$ cat src/rtl/wsb_pkg.sv
package wsb_pkg;

    typedef enum logic [1:0] {
        OPK_PROGRAM = 2'b00,
        OPK_SECTOR  = 2'b01,
        OPK_BLOCK   = 2'b10,
        OPK_WHOLE   = 2'b11
    } op_kind_e;

    localparam int STB_CNT_W = 3;
    localparam logic [STB_CNT_W-1:0] PROG_ARM_STROBES  = 3'd4;
    localparam logic [STB_CNT_W-1:0] ERASE_ARM_STROBES = 3'd6;
    localparam logic [STB_CNT_W-1:0] STB_CNT_MAX       = 3'd7;

    typedef struct packed {
        logic       done_bit;
        logic       flip_bit;
        logic [5:0] rest;
    } stat_byte_t;

    typedef enum logic [1:0] {
        SRC_ARRAY,
        SRC_STATUS,
        SRC_SETTLE
    } rd_src_e;

    function automatic logic is_erase(op_kind_e k);
        return k != OPK_PROGRAM;
    endfunction

    function automatic logic [STB_CNT_W-1:0] arm_need(op_kind_e k);
        return is_erase(k) ? ERASE_ARM_STROBES : PROG_ARM_STROBES;
    endfunction

endpackage

$ cat src/rtl/wsb_strobe_count.sv
module wsb_strobe_count
    import wsb_pkg::*;
(
    input  logic                 clk,
    input  logic                 rst,
    input  logic                 wr_stb,
    input  logic                 busy,
    output logic [STB_CNT_W-1:0] count
);
    logic wr_q;
    logic busy_q;
    logic wr_trail;
    logic busy_end;

    assign wr_trail = wr_q & ~wr_stb;
    assign busy_end = busy_q & ~busy;

    always_ff @(posedge clk) begin
        if (rst) begin
            wr_q   <= 1'b0;
            busy_q <= 1'b0;
            count  <= '0;
        end else begin
            wr_q   <= wr_stb;
            busy_q <= busy;
            if (busy_end)
                count <= '0;
            else if (wr_trail && count != STB_CNT_MAX)
                count <= count + 1'b1;
        end
    end
endmodule

$ cat src/rtl/wsb_toggle.sv
module wsb_toggle (
    input  logic clk,
    input  logic rst,
    input  logic rd_stb,
    input  logic armed,
    input  logic arm_start,
    input  logic addr_ok,
    output logic tgl
);
    logic rd_q;
    logic rd_trail;

    assign rd_trail = rd_q & ~rd_stb;

    always_ff @(posedge clk) begin
        if (rst) begin
            rd_q <= 1'b0;
            tgl  <= 1'b0;
        end else begin
            rd_q <= rd_stb;
            if (arm_start)
                tgl <= 1'b0;
            else if (armed && addr_ok && rd_trail)
                tgl <= ~tgl;
        end
    end
endmodule

$ cat src/rtl/wsb_settle.sv
module wsb_settle #(
    parameter int SETTLE_CYC = 33
) (
    input  logic clk,
    input  logic rst,
    input  logic armed,
    output logic armed_q,
    output logic settling
);
    localparam int CW = $clog2(SETTLE_CYC + 1);
    localparam logic [CW-1:0] LOAD_V = CW'(SETTLE_CYC - 1);

    logic [CW-1:0] remain;
    logic          arm_end;

    assign arm_end  = armed_q & ~armed;
    assign settling = arm_end | (remain != '0);

    always_ff @(posedge clk) begin
        if (rst) begin
            armed_q <= 1'b0;
            remain  <= '0;
        end else begin
            armed_q <= armed;
            if (armed)
                remain <= '0;
            else if (arm_end)
                remain <= LOAD_V;
            else if (remain != '0)
                remain <= remain - 1'b1;
        end
    end
endmodule

$ cat src/rtl/wsb_status_gen.sv
module wsb_status_gen
    import wsb_pkg::*;
#(
    parameter int ADDR_W      = 8,
    parameter int VALID_LIMIT = 200,
    parameter int SETTLE_CYC  = 33
) (
    input  logic              clk,
    input  logic              rst,
    input  logic              wr_stb,
    input  logic              rd_stb,
    input  logic [ADDR_W-1:0] addr,
    input  logic              busy,
    input  logic [1:0]        op_kind,
    input  logic [7:0]        prog_data,
    input  logic [7:0]        array_data,
    output logic [7:0]        rd_data
);
    localparam logic [ADDR_W:0] LIMIT_V = (ADDR_W + 1)'(VALID_LIMIT);

    op_kind_e              kind;
    logic [STB_CNT_W-1:0]  stb_count;
    logic                  armed;
    logic                  armed_q;
    logic                  arm_start;
    logic                  settling;
    logic                  addr_ok;
    logic                  tgl;
    logic                  last_erase;
    rd_src_e               src;
    stat_byte_t            stat;

    assign kind      = op_kind_e'(op_kind);
    assign addr_ok   = ({1'b0, addr} < LIMIT_V);
    assign armed     = busy && (stb_count >= arm_need(kind));
    assign arm_start = armed & ~armed_q;

    wsb_strobe_count u_cnt (
        .clk    (clk),
        .rst    (rst),
        .wr_stb (wr_stb),
        .busy   (busy),
        .count  (stb_count)
    );

    wsb_toggle u_tgl (
        .clk       (clk),
        .rst       (rst),
        .rd_stb    (rd_stb),
        .armed     (armed),
        .arm_start (arm_start),
        .addr_ok   (addr_ok),
        .tgl       (tgl)
    );

    wsb_settle #(.SETTLE_CYC(SETTLE_CYC)) u_settle (
        .clk      (clk),
        .rst      (rst),
        .armed    (armed),
        .armed_q  (armed_q),
        .settling (settling)
    );

    always_ff @(posedge clk) begin
        if (rst)
            last_erase <= 1'b0;
        else if (armed)
            last_erase <= is_erase(kind);
    end

    always_comb begin
        if (armed)
            src = addr_ok ? SRC_STATUS : SRC_ARRAY;
        else if (settling)
            src = SRC_SETTLE;
        else
            src = SRC_ARRAY;
    end

    always_comb begin
        stat = '0;
        unique case (src)
            SRC_STATUS: begin
                stat.done_bit = is_erase(kind) ? 1'b0 : ~prog_data[7];
                stat.flip_bit = tgl;
            end
            SRC_SETTLE: begin
                stat.done_bit = last_erase ? 1'b1 : array_data[7];
                stat.flip_bit = tgl;
            end
            default: stat = stat_byte_t'(array_data);
        endcase
        rd_data = stat;
    end
endmodule

$ cat config.mk
export PLATFORM = sky130hd
export DESIGN_NAME = wsb_status_gen
export DESIGN_NICKNAME = d
export VERILOG_FILES = /design/src/rtl/wsb_pkg.sv /design/src/rtl/wsb_strobe_count.sv /design/src/rtl/wsb_toggle.sv /design/src/rtl/wsb_settle.sv /design/src/rtl/wsb_status_gen.sv
export SDC_FILE = /design/constraint.sdc
export NUM_CORES = 1
export LEC_CHECK = 0
export BUFFER_PORTS_ARGS = -buffer_cell sky130_fd_sc_hd__buf_2
export CORE_MARGIN = 10
export CORE_UTILIZATION = 40
export DETAILED_ROUTE_END_ITERATION = 10
export HOLD_SLACK_MARGIN = 0.05
export PLACE_DENSITY = 0.78
export SETUP_SLACK_MARGIN = 0.1
export SKIP_LAST_GASP = 1
export SLEW_MARGIN = 10
export SYNTH_ARGS = -nofsm -noshare
export SYNTH_HDL_FRONTEND = slang
export SYNTH_SLANG_ARGS = --single-unit
$ cat constraint.sdc
create_clock -name clk -period 1.75 [get_ports clk]
set_input_delay 0.175 -clock clk [delete_from_list [all_inputs] [get_ports clk]]
set_output_delay 0.175 -clock clk [all_outputs]
set_load 0.02 [all_outputs]
### Word-level counts from Yosys, hierarchy flattened

Index checks and enable logic that the tools add are counted.
Widths: inputs -> output; s select.

* input bits: 31
* register bits: 15
* output and inout port bits: 8

* equal/unequal tests: 3
* magnitude comparators: 2
* multiplexer cells: 10
* bitwise gates (word level): 13
* add/sub/neg operators: 2
* reductions and logical operators: 12

Operator list (count)
* $mux 6: 3
* $lt 8x8->1 const B: 1
* $reduce_or 2->1: 4
* $not 1->1: 7
* $mux 2: 3
* $reduce_bool 6->1: 1
* $sub 6x1->6 const B: 1
* $and 1x1->1: 5
* $logic_and 1x1->1: 4
* $pmux 2 s2: 1
* $reduce_bool 2->1: 2
* $add 3x1->3 const B: 1
* $ge 3x3->1: 1
* $mux 1: 3
* $ne 3x3->1 const B: 1
* $reduce_or 3->1: 1
* $eq 2x1->1 const B: 1
* $eq 2x2->1 const B: 1
* $or 1x1->1: 1

### Depth between registers and ports, before layout

Gate-level depths: netlist (run 1).

* word-level depth: 12
* gate-level depth with buffers: 7
* depth with buffers taken out: 6

### By module

From an unflattened synthesis (run 1), not the netlist that was laid out.

* cells, all modules: 85
* area, all modules: 862.1 µm²

By module, submodules not included
* wsb_settle: seq. area each 140.1 µm², cells an instance 38, area an instance 359.1 µm², times used 1
* wsb_status_gen: seq. area each 20.0 µm², cells an instance 23, area an instance 212.7 µm², times used 1
* wsb_strobe_count: seq. area each 100.1 µm², cells an instance 17, area an instance 211.5 µm², times used 1
* wsb_toggle: seq. area each 40.0 µm², cells an instance 7, area an instance 78.8 µm², times used 1

### Worst setup path after synthesis (run 1)

No wires, ideal clock.

* path kind: input -> output
* start point: input op_kind[1]
* end point: output rd_data[6]
* data required time: 1.575 ns
* arrival time: 1.760 ns
* setup slack: -0.185 ns
* stages on the path: 7
* buffers on the path: 1
* path through: or2_2 ha_1 nand2b_1 a21o_1 buf_4 mux2i_2 mux2_4

* longest elaborated chain between the ends: 11
* elaborated cells on any way between the ends: 12
* those cells by class: 1 x order compare; 2 x eq/ne; 4 x mux; 3 x bitwise; 2 x reduce/logical

Ends and longest elaborated chain
* from (decl): line wsb_status_gen.sv:14 `input logic [1:0] op_kind,`
* $reduce_bool 2->1 (*): line wsb_pkg.sv:28 `return k != OPK_PROGRAM;`
* $mux 2 (*): line wsb_pkg.sv:32 `return is_erase(k) ? ERASE_ARM_STROBES : PROG_ARM_STROBES;`
* $ge 3x3->1 (*): line wsb_status_gen.sv:35 `assign armed = busy && (stb_count >= arm_need(kind));`
* $logic_and 1x1->1 (*): line wsb_status_gen.sv:35
* $not 1->1: line wsb_settle.sv:16 `assign arm_end = armed_q & ~armed;`
* $and 1x1->1: line wsb_settle.sv:16
* $or 1x1->1: line wsb_settle.sv:17 `assign settling = arm_end | (remain != '0);`
* $mux 2: line wsb_status_gen.sv:74 `else if (settling)`
* $mux 2 (*): line wsb_status_gen.sv:72 `if (armed)`
* $eq 2x2->1 or $eq 2x1->1 (tied branches): line wsb_status_gen.sv:82 `unique case (src)`
* $pmux 2 s2 (*): line wsb_status_gen.sv:82
* to (decl): line wsb_status_gen.sv:17 `output logic [7:0] rd_data`

Mark *: on every way between the ends. The rest lies on a longest branch, timed or not.

### Worst setup path in the final report (run 1)

* start point: register u_settle.remain[1]
* end point: output rd_data[6]

* longest elaborated chain between the ends: 6
* elaborated cells on any way between the ends: 7
* those cells by class: 2 x eq/ne; 3 x mux; 1 x bitwise; 1 x reduce/logical

Ends and longest elaborated chain
* from (decl): line wsb_settle.sv:13 `logic [CW-1:0] remain;`
* from (signal assigned): line wsb_settle.sv:30 `remain <= remain - 1'b1;`
* $reduce_bool 6->1 (*): line wsb_settle.sv:17
* $or 1x1->1 (*): line wsb_settle.sv:17
* $mux 2 (*): line wsb_status_gen.sv:74
* $mux 2 (*): line wsb_status_gen.sv:72
* $eq 2x2->1 or $eq 2x1->1 (tied branches): line wsb_status_gen.sv:82
* $pmux 2 s2 (*): line wsb_status_gen.sv:82

Marked as above.

==> impl_metrics.ini, run 1 <==
[placement]
numPortBuffers = 28
place_congestion = 0.8489
hpwlAfterDp_um = 1699
dp_cells = 158

[global_routing]
grt_pass1_wl_um = 3643
first_global_vias = 889
antenna_found_initial = 0
grt_use_total_pct = 10.38
overflow = 0
use_met3_pct = 3.390
met2_usage_pct = 18.54
grt_max_degree = 10
grt_use_met1_pct = 10.41
globalRoute.busiestLayer = met2

[cts]
root_buffer = clkbuf_4
clock_latency_ns = 0.28
cts_sinks = 15
clockBufferDepth = 2
cts_hold_buf = 0
h-tree-depth = 1
cts_tree = done
clk_pin_slew_ns = 0.10
numCtsBuffers = 3

[final_layout]
drive_above_1_share_pct = 54.01
nets = 174
syn2layout_area_growth_pct = 52.29
diodes = 0
fin_util_pct = 63.52
fin_cells = 164

[critical_path]
path_cells = inv_2 -> ha_4 -> or4b_4 -> nor2_4 -> mux2i_4 -> mux2_4 -> buf_6
worstSetupStartpoint = u_settle.remain[1]
r2r-start = u_cnt.count[1]
cp-start-kind = flop
cp_top_family = simple AND/OR/NAND/NOR gates
cp_slowest_cell = or4b_4
crit_type = reg -> out
cpPeakStageDelay_ns = 0.47
path_buf_inv = 2
crit_path_max_fanout = 7
cp-end-kind = primary output
cp.arrival_ns = 1.97
required_ns = 1.57

[floorplan]
core_area_um2 = 1962
ioPinCount = 39
dieWidth_um = 65.23
start_util_pct = 41.71
rows = 16
dieHeight_um = 65.23
dieArea_um2 = 4255

[synth]
synth_warnings = 0
synth-seq-area-share_pct = 36.70
synth_seq_cells = 15
synth_largest_area_cell = dfxtp_1
syn_area_per_cell_um2 = 8.705
synthFlopType = dfxtp_1
syn-instance-count = 94
synthDistinctLibCells = 31
synth_edf_count = 0
netlist_area_um2 = 818.3
synth.top_cell.area_share_pct = 36.70
netlist_top_cells_area = dfxtp_1, nor2_1, ha_1
async_flop_share_pct = 0
synthesis.nets = 130

[timing]
timing.fmax_ghz = 0.4673
slew_viol_final = 0
final.setup.worst_slack_ns = -0.3900
slew_headroom_pct = 64.29
period_needed_ns = 2.140
rsz0062_at_grt = true
finClkSkew_ns = 0.006836
tightest_slew_ns = 0.5273
hold_viol = 0
setup_viol = 8
setup-tns-final_ns = -2.321
post-route-period-util_pct = 122.3

[route]
wl_um = 2105
vias = 804
detail-route-antenna-nets = 0
wl_per_cell_um = 12.84
first_iter_violations = 21
drt_first_pass_iters = 4
viasPerCell = 4.902
drcViolationCount = 0

[power_and_ir_drop]
leakage_nw = 0.5737
max-vdd-ir-drop_uv = 917.2
power_w = 0.001765
p_per_area_nw_per_um2 = 1416

[min_path]
hp-start = wr_stb
hold_path_class = in -> reg

[flow_run]
drv_cap = 0

[run_status]
violations = setup timing
run_status = finished, violations left
through the flow:
| stage | setup slack [ns] | hold slack [ns] | cell area [µm²] |
|---|---|---|---|
| global placement | -0.1973 | 0.4001 | 1100 |
| global route | -0.4701 | 0.1225 | 1246 |
| floorplan | -0.007482 | 0.3032 | 858.3 |
| finish | -0.3900 | 0.1225 | 1246 |
| detailed placement | -0.2322 | 0.4194 | 1100 |
| CTS | -0.4224 | 0.1057 | 1234 |
area by class of cell:
cell class / instances / area (µm²)
sequential: 15 / 304.0
inverter: 6 / 22.52
tap: 27 / 33.78
multi-input combinational: 71 / 570.5
timing repair buffer: 41 / 287.8
fill: 172 / 715.7
clock inverter: 1 / 5.005
clock buffer: 3 / 22.52
layer usage:
layer	wire (µm)	share of wire [%]
met1	925	44
met2	992	47
met3	172	8.2
met4	14	0.67
met5	0	0
synth_stat cells, drive strengths merged (2+ instances only):
library cell and number:
or2 2, nand2 4, a21o 2, o21ai 2, a21oi 3, ha 5, inv 6, nor2 19
and2b 6, nor3 4, xnor2 4, mux2i 2, xor2 2, nand2b 2, dfxtp 15, nand3 2
a211oi 2
worst paths after layout:
check / to / slack (ns) / cells after the start
worst max-delay path: rd_data[6] / -0.39 / 7
worst max register to register: u_tgl.tgl / 0.06 / 7
worst min-delay path: u_cnt.wr_q / 0.12 / 2
worst min register to register: last_erase / 0.51 / 2
cell families after synthesis:
family	count (synthesis)	synth area share, %
AND/OR/NAND/NOR	44	28.75
flip-flops	15	36.70
AO/OA/AOI/OAI	13	11.62
buffers and inverters	8	4.128
XOR/XNOR	6	6.422
adder cells (fa/ha/maj)	5	7.645
multiplexers	3	4.739
timing repair:
item / CTS / global route
resized for setup: 27 / 5
setup endpoints to repair: 9 / 10
pin swaps: 4 / 4
setup buffers: 3 / 0
endpoints found under the hold margin: 0 / 0
state kept, by name, indices dropped and copies added (netlist names):
name              flops
u_settle.remain       6
u_cnt.count           3
last_erase            1
u_cnt.busy_q          1
u_cnt.wr_q            1
u_settle.armed_q      1
u_tgl.rd_q            1
u_tgl.tgl             1
cells in the final DEF (no fill, tap or decap), drive strengths merged, types with 2 or more instances in the layout:
| master | n |
|---|---|
| clkbuf | 3 |
| xor2 | 2 |
| a211oi | 2 |
| nand2b | 2 |
| xnor2 | 4 |
| a21oi | 3 |
| nand3 | 2 |
| a21o | 2 |
| o21ai | 2 |
| or2 | 2 |
| ha | 5 |
| nor2 | 19 |
| nor3 | 4 |
| dfxtp | 15 |
| inv | 6 |
| nand2 | 4 |
| buf | 41 |
| mux2i | 2 |
| and2b | 6 |
where the power goes:
| group | leakage (nW) | switching [W] | internal [W] |
|---|---|---|---|
| clock network | 0.0177 | 0.000114 | 0.0000848 |
| logic | 0.432 | 0.000493 | 0.000606 |
| registers | 0.124 | 0.0000499 | 0.000417 |
(Power assumes the default switching activity.)
==> run 2: changes to the inputs <==
Settings changed: BUFFER_PORTS_ARGS -buffer_cell sky130_fd_sc_hd__buf_2 to not set, CORE_UTILIZATION 40 to 53, DONT_BUFFER_PORTS set to 1, PLACE_DENSITY 0.78 to 0.76.
==> run 2 against run 1 <==
Against the previous run: the flow still finishes with violations (setup timing); global-route usage is 0.85 points higher; highest routed layer unchanged; flip-flop and latch count stayed put; worst hold slack worse by 0.059 ns; critical path depth fell by 1; largest cell class unchanged; register-to-register slack improved by 0.02 ns.
==> impl_metrics.ini, run 2 (synthesized netlist as in run 1, its figures left out) <==
[floorplan]
dieArea_um2 = 3515
dieWidth_um = 59.29
core_area_um2 = 1489
dieHeight_um = 59.29
start_util_pct = 54.96
rows = 14
ioPinCount = 39

[final_layout]
nets = 150
drive_above_1_share_pct = 40.71
syn2layout_area_growth_pct = 33.03
reg.largest.list = u_settle.remain: 6 flops, u_cnt.count: 3 flops
fin_util_pct = 73.11
largest-register = u_settle.remain
layout_commonest_cell = nor2_1
largest_reg_flops = 6
diodes = 0
layout_common_cells = nor2_1, dfxtp_1, buf_4, and2b_2

[timing]
timing.fmax_ghz = 0.4867
setup-tns-final_ns = -1.983
post-route-period-util_pct = 117.4
final.setup.worst_slack_ns = -0.3045
hold_viol = 0
slew_viol_final = 0
setup_viol = 8
period_needed_ns = 2.055
slew_headroom_pct = 69.83
finClkSkew_ns = 0.01315
rsz0062_at_grt = true
tightest_slew_ns = 0.4455

[critical_path]
cp.arrival_ns = 1.88
path_buf_inv = 1
cp_slowest_cell = or4b_4
r2r-start = u_cnt.count[1]
cp-end-kind = primary output
cp-start-kind = flop
required_ns = 1.57
cp_top_family = simple AND/OR/NAND/NOR gates
r2r-end = u_tgl.tgl
path_cells = inv_2 -> ha_4 -> or4b_4 -> nor2_4 -> mux2i_4 -> mux2_4
cpPeakStageDelay_ns = 0.47
rr_worst_depth = 7
r2r_slack_ns = 0.08
crit_type = reg -> out
crit_path_max_fanout = 7

[global_routing]
met2_usage_pct = 20.36
grt_use_total_pct = 11.22
globalRoute.busiestLayer = met2
antenna_found_initial = 0
grt_max_degree = 11
first_global_vias = 708
use_met3_pct = 7.082
overflow = 0
grt_pass1_wl_um = 3118
grt_use_met1_pct = 10.38

[route]
drt_first_pass_iters = 4
wl_per_cell_um = 15.03
vias = 713
wl_um = 1939
drcViolationCount = 0
viasPerCell = 5.527
detail-route-antenna-nets = 0
first_iter_violations = 6

[min_path]
hp-start = rst
hold_path_class = in -> reg
hold_depth = 3
worstHoldEndpoint = u_settle.remain[0]

[placement]
dpl_worst_slack_ns = -0.03588
place_congestion = 0.8059
hpwlAfterDp_um = 1472
numPortBuffers = 0

[cts]
clockBufferDepth = 2
cts_tree = done
clock_latency_ns = 0.29
root_buffer = clkbuf_4
numCtsBuffers = 3
h-tree-depth = 1
cts_sinks = 15
clk_pin_slew_ns = 0.11

[flow_run]
drv_cap = 0

[power_and_ir_drop]
max-vdd-ir-drop_uv = 871.5
p_per_area_nw_per_um2 = 1460
leakage_nw = 0.4578

[run_status]
run_status = finished, violations left
violations = setup timing
==> run 2: area by class of cell <==
cell class              instances  area (µm²)
well taps                      16       20.02
inverters                       6       22.52
fillers                       113       400.4
clock buffers                   3       22.52
clock inverters                 1       7.507
repair buffers                 17       141.4
flip-flops and latches         15       304.0
multi-input cells              71       570.5
==> run 2: worst max path at each step <==
stage | startpoint | end | slack (ns) | cells past startpoint
floorplan | op_kind[1] | rd_data[6] | -0.007 | 7
global placement | op_kind[1] | rd_data[6] | -0.002 | 6
detailed placement | u_settle.remain[0] | rd_data[6] | -0.04 | 6
CTS | u_settle.remain[1] | rd_data[6] | -0.34 | 6
global route | u_settle.remain[1] | rd_data[6] | -0.37 | 6
finish | u_settle.remain[1] | rd_data[6] | -0.30 | 6
==> run 2: metrics by stage <==
| step | instances | hold WS (ns) | cell area (µm²) | total power [W] |
|---|---|---|---|---|
| CTS | 128 | 0.05175 | 1050 | 0.001584 |
| global placement | 118 | 0.2459 | 938.4 | 0.001275 |
| global route | 129 | 0.06823 | 1089 | 0.001709 |
| detailed placement | 118 | 0.2475 | 938.4 | 0.001303 |
| floorplan | 94 | 0.3032 | 858.3 | 0.001127 |
| finish | 129 | 0.06370 | 1089 | 0.001589 |
==> run 2: what timing repair did <==
item / CTS / global route
cloned: 0 / 0
endpoints found under the setup margin: 9 / 10
hold buffers: 4 / 0
endpoints found under the hold margin: 7 / 0
pin swaps: 3 / 4
buffers inserted: 2 / 1
resized for setup: 10 / 6
==> run 2: worst register-to-register path: cells and delay by family (launching register included) <==
family          cells  cell delay [ns]
compound gates      2             0.34
flops               1             0.35
fa+ha+maj           1             0.27
buf+inv             2             0.18
simple gates        2             0.46
==> run 2: where the power goes <==
| group | leakage [nW] | switching, W | internal (W) |
|---|---|---|---|
| logic | 0.320 | 0.000446 | 0.000460 |
| clock network | 0.0139 | 0.000123 | 0.0000870 |
| registers | 0.124 | 0.0000559 | 0.000417 |
==> run 2: routing by layer <==
layer / part of all wire [%] / wire [µm]
met5: 0 / 0
met4: 0.67 / 13
met3: 10 / 201
met2: 51 / 993
met1: 38 / 730
